[config.mk]
export PLATFORM = sky130hd
export DESIGN_NAME = phase_err_path
export DESIGN_NICKNAME = d
export VERILOG_FILES = /design/src/rtl/phase_err_pkg.sv /design/src/rtl/edge_phase_det.sv /design/src/rtl/phase_offset_sum.sv /design/src/rtl/slope_clamp.sv /design/src/rtl/phase_err_path.sv
export SDC_FILE = /design/constraint.sdc
export NUM_CORES = 1
export LEC_CHECK = 0
export ABC_AREA = 1
export BUFFER_PORTS_ARGS = -buffer_cell sky130_fd_sc_hd__buf_2
export CORE_MARGIN = 2
export CORE_UTILIZATION = 24
export CTS_CLUSTER_SIZE = 20
export DETAILED_ROUTE_END_ITERATION = 12
export REMOVE_ABC_BUFFERS = 1
export SYNTH_ARGS = -nofsm -noshare
export SYNTH_HDL_FRONTEND = slang
export SYNTH_HIERARCHICAL = 1
export SYNTH_SLANG_ARGS = --single-unit
export TNS_END_PERCENT = 10
[constraint.sdc]
create_clock -name clk -period 4.9 [get_ports clk]
set_input_delay 1.47 -clock clk [delete_from_list [all_inputs] [get_ports clk]]
set_output_delay 1.47 -clock clk [all_outputs]
set_load 0.05 [all_outputs]
[src/rtl/phase_err_pkg.sv]
// Shared types for the phase error path.
// Holds the reference-type encoding used to pick the offset step size.
package phase_err_pkg;

    typedef enum logic [1:0] {
        RK_FRM8K = 2'b00,
        RK_2048K = 2'b01,
        RK_1544K = 2'b10,
        RK_SPARE = 2'b11
    } ref_kind_e;

endpackage

[src/rtl/edge_phase_det.sv]
// Edge phase detector.
// Counts sampling ticks from the first rising edge (reference or feedback)
// to the other one, and reports a signed result: positive when the reference
// leads. The magnitude saturates at DET_LIM. If the leading signal rises again
// while waiting, the count restarts. Assumes both inputs are synchronous to clk.
module edge_phase_det #(
    parameter int DET_LIM = 255,
    parameter int DET_W   = $clog2(DET_LIM + 1) + 1
) (
    input  logic                    clk,
    input  logic                    rst_n,
    input  logic                    ref_i,
    input  logic                    fb_i,
    output logic                    det_vld_o,
    output logic signed [DET_W-1:0] det_err_o
);

    localparam int CNT_W = DET_W - 1;
    localparam logic [CNT_W-1:0] LIM_C = CNT_W'(DET_LIM);

    typedef enum logic [1:0] {ST_IDLE, ST_REF_LEAD, ST_FB_LEAD} det_st_e;

    det_st_e          state;
    logic [CNT_W-1:0] cnt;
    logic             ref_q, fb_q;
    logic             ref_rise, fb_rise;

    // Rising-edge detection against the previous sample
    always_comb begin
        ref_rise = ref_i & ~ref_q;
        fb_rise  = fb_i & ~fb_q;
    end

    // Measurement state machine and saturating tick counter
    always_ff @(posedge clk) begin
        if (!rst_n) begin
            state     <= ST_IDLE;
            cnt       <= '0;
            ref_q     <= 1'b0;
            fb_q      <= 1'b0;
            det_vld_o <= 1'b0;
            det_err_o <= '0;
        end else begin
            ref_q     <= ref_i;
            fb_q      <= fb_i;
            det_vld_o <= 1'b0;
            case (state)
                ST_IDLE: begin
                    if (ref_rise && fb_rise) begin
                        det_vld_o <= 1'b1;
                        det_err_o <= '0;
                    end else if (ref_rise) begin
                        state <= ST_REF_LEAD;
                        cnt   <= CNT_W'(1);
                    end else if (fb_rise) begin
                        state <= ST_FB_LEAD;
                        cnt   <= CNT_W'(1);
                    end
                end
                ST_REF_LEAD: begin
                    if (fb_rise) begin
                        det_vld_o <= 1'b1;
                        det_err_o <= $signed({1'b0, cnt});
                        state     <= ST_IDLE;
                    end else if (ref_rise) begin
                        cnt <= CNT_W'(1);
                    end else if (cnt < LIM_C) begin
                        cnt <= cnt + CNT_W'(1);
                    end
                end
                ST_FB_LEAD: begin
                    if (ref_rise) begin
                        det_vld_o <= 1'b1;
                        det_err_o <= -$signed({1'b0, cnt});
                        state     <= ST_IDLE;
                    end else if (fb_rise) begin
                        cnt <= CNT_W'(1);
                    end else if (cnt < LIM_C) begin
                        cnt <= cnt + CNT_W'(1);
                    end
                end
                default: state <= ST_IDLE;
            endcase
        end
    end

    AST_DET_BOUND: assert property (@(posedge clk) disable iff (!rst_n)
        det_vld_o |-> (det_err_o <= DET_W'(DET_LIM)) && (det_err_o >= -DET_W'(DET_LIM)));

    AST_DET_ONESHOT: assert property (@(posedge clk) disable iff (!rst_n)
        det_vld_o |=> !det_vld_o);

endmodule

[src/rtl/phase_offset_sum.sv]
// Phase offset adder.
// Converts the detector result to fine units, then adds the signed offset word
// (its step size picked by the reference type) and the unsigned skew trim.
// The result is registered together with its strobe. Assumes the trim inputs
// are static while a measurement is in flight.
module phase_offset_sum
    import phase_err_pkg::*;
#(
    parameter int DET_W      = 9,
    parameter int ERR_W      = 16,
    parameter int TICK_UNITS = 8,
    parameter int OFS_STD    = 8,
    parameter int OFS_1544   = 11,
    parameter int SKEW_UNITS = 1
) (
    input  logic                    clk,
    input  logic                    rst_n,
    input  logic                    det_vld_i,
    input  logic signed [DET_W-1:0] det_err_i,
    input  logic [6:0]              ofs_word_i,
    input  logic [2:0]              skew_i,
    input  ref_kind_e               ref_kind_i,
    output logic                    sum_vld_o,
    output logic signed [ERR_W-1:0] sum_err_o
);

    int ofs_mul;
    logic signed [31:0] det_f, ofs_f, skew_f, total;

    // Scale each contribution to fine units and add them up
    always_comb begin
        ofs_mul = (ref_kind_i == RK_1544K) ? OFS_1544 : OFS_STD;
        det_f   = 32'(det_err_i) * TICK_UNITS;
        ofs_f   = 32'($signed(ofs_word_i)) * ofs_mul;
        skew_f  = $signed({29'd0, skew_i}) * SKEW_UNITS;
        total   = det_f + ofs_f + skew_f;
    end

    // Register the corrected error together with its strobe
    always_ff @(posedge clk) begin
        if (!rst_n) begin
            sum_vld_o <= 1'b0;
            sum_err_o <= '0;
        end else begin
            sum_vld_o <= det_vld_i;
            if (det_vld_i) begin
                sum_err_o <= ERR_W'(total);
            end
        end
    end

endmodule

[src/rtl/slope_clamp.sv]
// Phase slope limiter.
// Moves the output toward each new input word by at most STEP_MAX fine units.
// The output holds between strobes. The first reference point after reset is 0.
module slope_clamp #(
    parameter int ERR_W    = 16,
    parameter int STEP_MAX = 64
) (
    input  logic                    clk,
    input  logic                    rst_n,
    input  logic                    in_vld_i,
    input  logic signed [ERR_W-1:0] in_err_i,
    output logic                    out_vld_o,
    output logic signed [ERR_W-1:0] out_err_o
);

    localparam int DW = ERR_W + 1;
    localparam logic signed [DW-1:0] STEP_P = DW'(STEP_MAX);

    logic signed [DW-1:0] diff, step;
    logic signed [ERR_W-1:0] nxt;

    // Clamp the change against the last output word
    always_comb begin
        diff = DW'(in_err_i) - DW'(out_err_o);
        if (diff > STEP_P) begin
            step = STEP_P;
        end else if (diff < -STEP_P) begin
            step = -STEP_P;
        end else begin
            step = diff;
        end
        nxt = ERR_W'(DW'(out_err_o) + step);
    end

    // Update the output only when a new word arrives
    always_ff @(posedge clk) begin
        if (!rst_n) begin
            out_vld_o <= 1'b0;
            out_err_o <= '0;
        end else begin
            out_vld_o <= in_vld_i;
            if (in_vld_i) begin
                out_err_o <= nxt;
            end
        end
    end

    AST_STEP_LIMIT: assert property (@(posedge clk) disable iff (!rst_n)
        out_vld_o |-> ((DW'(out_err_o) - DW'($past(out_err_o))) <= STEP_P)
                   && ((DW'(out_err_o) - DW'($past(out_err_o))) >= -STEP_P));

    AST_HOLD_BETWEEN: assert property (@(posedge clk) disable iff (!rst_n)
        !in_vld_i |=> $stable(out_err_o));

endmodule

[src/rtl/phase_err_path.sv]
// Phase error path top.
// Chain: edge detector -> offset/skew adder -> slope limiter. There are three
// register stages, so the output strobe follows the completing edge by two
// cycles after it is sampled. Assumes ref_i and fb_i are synchronous to clk.
module phase_err_path
    import phase_err_pkg::*;
#(
    parameter int DET_LIM    = 255,
    parameter int ERR_W      = 16,
    parameter int TICK_UNITS = 8,
    parameter int OFS_STD    = 8,
    parameter int OFS_1544   = 11,
    parameter int SKEW_UNITS = 1,
    parameter int STEP_MAX   = 64
) (
    input  logic             clk,
    input  logic             rst_n,
    input  logic             ref_i,
    input  logic             fb_i,
    input  logic [6:0]       ofs_word_i,
    input  logic [2:0]       skew_i,
    input  logic [1:0]       ref_kind_i,
    output logic             err_vld_o,
    output logic [ERR_W-1:0] err_o
);

    localparam int DET_W = $clog2(DET_LIM + 1) + 1;

    logic                    det_vld;
    logic signed [DET_W-1:0] det_err;
    logic                    sum_vld;
    logic signed [ERR_W-1:0] sum_err;
    logic signed [ERR_W-1:0] lim_err;
    ref_kind_e               kind;

    // Map the raw select pins onto the reference-type encoding
    always_comb kind = ref_kind_e'(ref_kind_i);

    edge_phase_det #(.DET_LIM(DET_LIM), .DET_W(DET_W)) u_det (
        .clk(clk), .rst_n(rst_n), .ref_i(ref_i), .fb_i(fb_i),
        .det_vld_o(det_vld), .det_err_o(det_err)
    );

    phase_offset_sum #(
        .DET_W(DET_W), .ERR_W(ERR_W), .TICK_UNITS(TICK_UNITS),
        .OFS_STD(OFS_STD), .OFS_1544(OFS_1544), .SKEW_UNITS(SKEW_UNITS)
    ) u_sum (
        .clk(clk), .rst_n(rst_n), .det_vld_i(det_vld), .det_err_i(det_err),
        .ofs_word_i(ofs_word_i), .skew_i(skew_i), .ref_kind_i(kind),
        .sum_vld_o(sum_vld), .sum_err_o(sum_err)
    );

    slope_clamp #(.ERR_W(ERR_W), .STEP_MAX(STEP_MAX)) u_clamp (
        .clk(clk), .rst_n(rst_n), .in_vld_i(sum_vld), .in_err_i(sum_err),
        .out_vld_o(err_vld_o), .out_err_o(lim_err)
    );

    // Drive the output word from the limiter
    always_comb err_o = lim_err;

    AST_VLD_LATENCY: assert property (@(posedge clk) disable iff (!rst_n)
        err_vld_o == $past(det_vld, 2));

endmodule

==> flow_metrics.env <==
export IMPL_htreeDepth=2
export IMPL_tritoncts="done"
export IMPL_yosys_area_share_simple=0.3823
export IMPL_max_freq_mhz=218.8
export IMPL_p_total_uw=2788
export IMPL_cp_max_fo=7
export IMPL_postCtsHoldBufs=0
export IMPL_synth_flop_cell="dfxtp_1"
export IMPL_m1WireLength_um=7164
export IMPL_outcome="finished clean"
export IMPL_cp_required_ps=5160
export IMPL_whs_ps=477.2
export IMPL_tightest_slew_ps=655.9
export IMPL_synth_fa_ha_area_frac=0.1728
export IMPL_die_height_um=165.1
export IMPL_grt_max_degree=25
export IMPL_yosysWarningCount=6
export IMPL_clkSinkCount=56
export IMPL_reg2reg_depth=26
export IMPL_numCtsBuffers=5
export IMPL_maxUsedRoutingLayer="met4"
export IMPL_vias=5948
export IMPL_post_route_drc_count=0
export IMPL_peakVddDrop_v=0.0002249
export IMPL_layout_common_cells="nand2_1 (243), inv_1 (175), nor2_1 (101), nand3_1 (73), ha_1 (61)"
export IMPL_path_clk_slew_ps=80
export IMPL_ioPinCount=33
export IMPL_nets=1114
export IMPL_ant_nets=0
export IMPL_synth_avg_cell_area_um2=6.304
export IMPL_wirelength_um=15500
export IMPL_wl_per_cell_um=11.46
export IMPL_core_area_mm2=0.02533
export IMPL_insertion_delay_ps=310
export IMPL_post_place_ws_ps=36.84
export IMPL_layout_commonest_cell="nand2_1"
export IMPL_whs_path_depth=2
export IMPL_vias_per_cell=4.399
export IMPL_grt_total_usage=0.1194
export IMPL_yosys_register_bits=56
export IMPL_clock_skew_ps=11.27
export IMPL_slew_headroom=0.5622
export IMPL_synth_top_family_by_area="simple AND/OR/NAND/NOR gates"
export IMPL_synth_edff_count=0
export IMPL_yosysTopAreaCellShare=0.1800
export IMPL_layout_min_cycle_time_ps=4570
export IMPL_cp_end_kind="flip-flop"
export IMPL_layout_drive_gt1_share=0.1331
export IMPL_ys_seq_area_frac=0.1800
export IMPL_met3WireLength_um=493
export IMPL_grt_pass1_vias=5672
export IMPL_synth_xor_area_frac=0.02531
export IMPL_cp_arrival_ps=4830
export IMPL_worst_setup_path_start_kind="input pin"
export IMPL_fillers=2847
export IMPL_post_synth_top_area_cell="dfxtp_1"
export IMPL_wl_met2_um=7597
export IMPL_leakage_uw=0.003787
export IMPL_setup_ws_ps=330.4
export IMPL_p_per_area_mw_per_mm2=399.5
export IMPL_synth_cell_types=45
export IMPL_die_w_um=165.1
export IMPL_clock_path_buffers=2
export IMPL_hpwl_um=12590
export IMPL_synthMuxAreaShare=0
export IMPL_synth_compound_area_frac=0.1171
export IMPL_drtIter0Drc=305
export IMPL_hold_path_class="reg -> reg"
export IMPL_grt_first_pass_wirelength_um=26330
export IMPL_areaGrowthSynthToFinish_pct=12.05
export IMPL_antenna_found_initial=0
export IMPL_dr_pass1_iters=6
export IMPL_post_route_period_util=0.9326
export IMPL_antenna_cells=0
export IMPL_hold_viol_final=0
export IMPL_cts_root_buf="clkbuf_16"
export IMPL_dieArea_mm2=0.02726
export IMPL_slew_violations=0
export IMPL_gp_congestion=0.8489
export IMPL_critical_path_class="in -> reg"
export IMPL_netlist_instances=988
export IMPL_final_setup_viol_count=0
export IMPL_drv_cap=0
export IMPL_initial_core_util=0.2459
export IMPL_overflow=0
export IMPL_synthArstFlopShare=0
export IMPL_std_cell_rows=58
export IMPL_synth_area_mm2=0.006228
export IMPL_portBuffers=32
export IMPL_synth_area_leaders="dfxtp_1 (18%), nand2_1 (15%), ha_1 (12%)"
export IMPL_final_util=0.2756
final timing paths:
kind	startpoint	to	slack, ps
setup / recovery	ref_kind_i[0]	u_sum/sum_err_o[10]$_SDFFE_PN0P_	330
hold / removal	u_det/det_err_o[3]$_SDFFE_PN0P_	u_det/det_err_o[3]$_SDFFE_PN0P_	480
setup reg to reg	u_sum/sum_err_o[0]$_SDFFE_PN0P_	u_clamp/out_err_o[10]$_SDFFE_PN0P_	780
hold reg to reg	u_det/det_err_o[3]$_SDFFE_PN0P_	u_det/det_err_o[3]$_SDFFE_PN0P_	480
cell usage after synthesis (3+ instances only):
cell / instances
nor3_1: 3
dfxtp_1: 56
o211ai_1: 6
or2_2: 5
ha_1: 62
nor2_1: 102
inv_2: 7
fa_1: 15
buf_2: 5
nand3_2: 11
a21oi_1: 51
nand4_1: 18
a31oi_1: 3
nand2_2: 24
o21ai_0: 45
nor2_4: 3
nor2_2: 11
xnor2_1: 5
nand2_4: 5
inv_1: 175
clkinv_1: 4
nand2_1: 244
xor2_1: 13
nand3_1: 73
clkbuf_1: 7
a21oi_2: 9
registers in the layout (all words and copies together), names as in the netlist:
name,cells
u_det/det_vld_o,1
u_sum/sum_err_o,16
u_clamp/out_err_o,16
u_det/fb_q,1
u_det/ref_q,1
u_sum/sum_vld_o,1
u_clamp/out_vld_o,1
u_det/det_err_o,9
u_det/cnt,8
u_det/state,2
metrics by stage:
step | area (um2) | std cells | TNS [ps]
2_1_floorplan | 6177 | 976 | -3.658
3_3_place_gp | 6788 | 1343 | 0
3_5_place_dp | 6788 | 1343 | 0
4_1_cts | 6960 | 1351 | 0
5_1_grt | 6979 | 1352 | -7.653
6_report | 6979 | 1352 | 0
cell families (layout without fill, tap and decap cells):
kind of cell,Yosys count,count (layout)
AND/OR/NAND/NOR,510,510
buffers and inverters,200,234
AO/OA/AOI/OAI,127,127
adder cells (fa/ha/maj),77,77
flip-flops,56,56
XOR/XNOR,18,18
per-layer routing:
metal | up-vias | GRT usage
li1 | 3195 | -
met1 | 2650 | 0.1461
met2 | 88 | 0.2188
met3 | 15 | 0.01823
met4 | 0 | 0.02806
met5 | - | 0
worst max-delay path, stage by stage:
cell and delay (ps):
buf_2 90, inv_1 80, nand2_4 80, nor2_1 150, fa_1 440, ha_1 310
fa_1 570, inv_1 60, fa_1 490, nor2_1 150, nand3_1 100, nor2_2 140
nand3_2 110, nor2_2 160, buf_4 120, nand4_1 70, nand3_1 80, o211ai_1 80
inv_1 70
where the power goes:
group / leakage, uW / switching, uW / internal [uW]
logic: 0.00325 / 1210 / 608
registers: 0.000455 / 39.7 / 495
clock network: 0.0000840 / 192 / 244
area by class of cell:
cell class	count	area (um2)	area share
well taps	330	412.9	0.05916
inverters	188	711.9	0.1020
clock inverters	3	47.55	0.006812
repair buffers	38	205.2	0.02940
multi-input cells	732	4355	0.6241
clock buffers	5	125.1	0.01793
flip-flops and latches	56	1121	0.1606
repair_timing:
item,CTS,global route
setup buffers,0,1
hold endpoints to repair,0,0
resized for setup,0,4
endpoints found under the setup margin,0,6
Power figures use the tool's default switching activity.
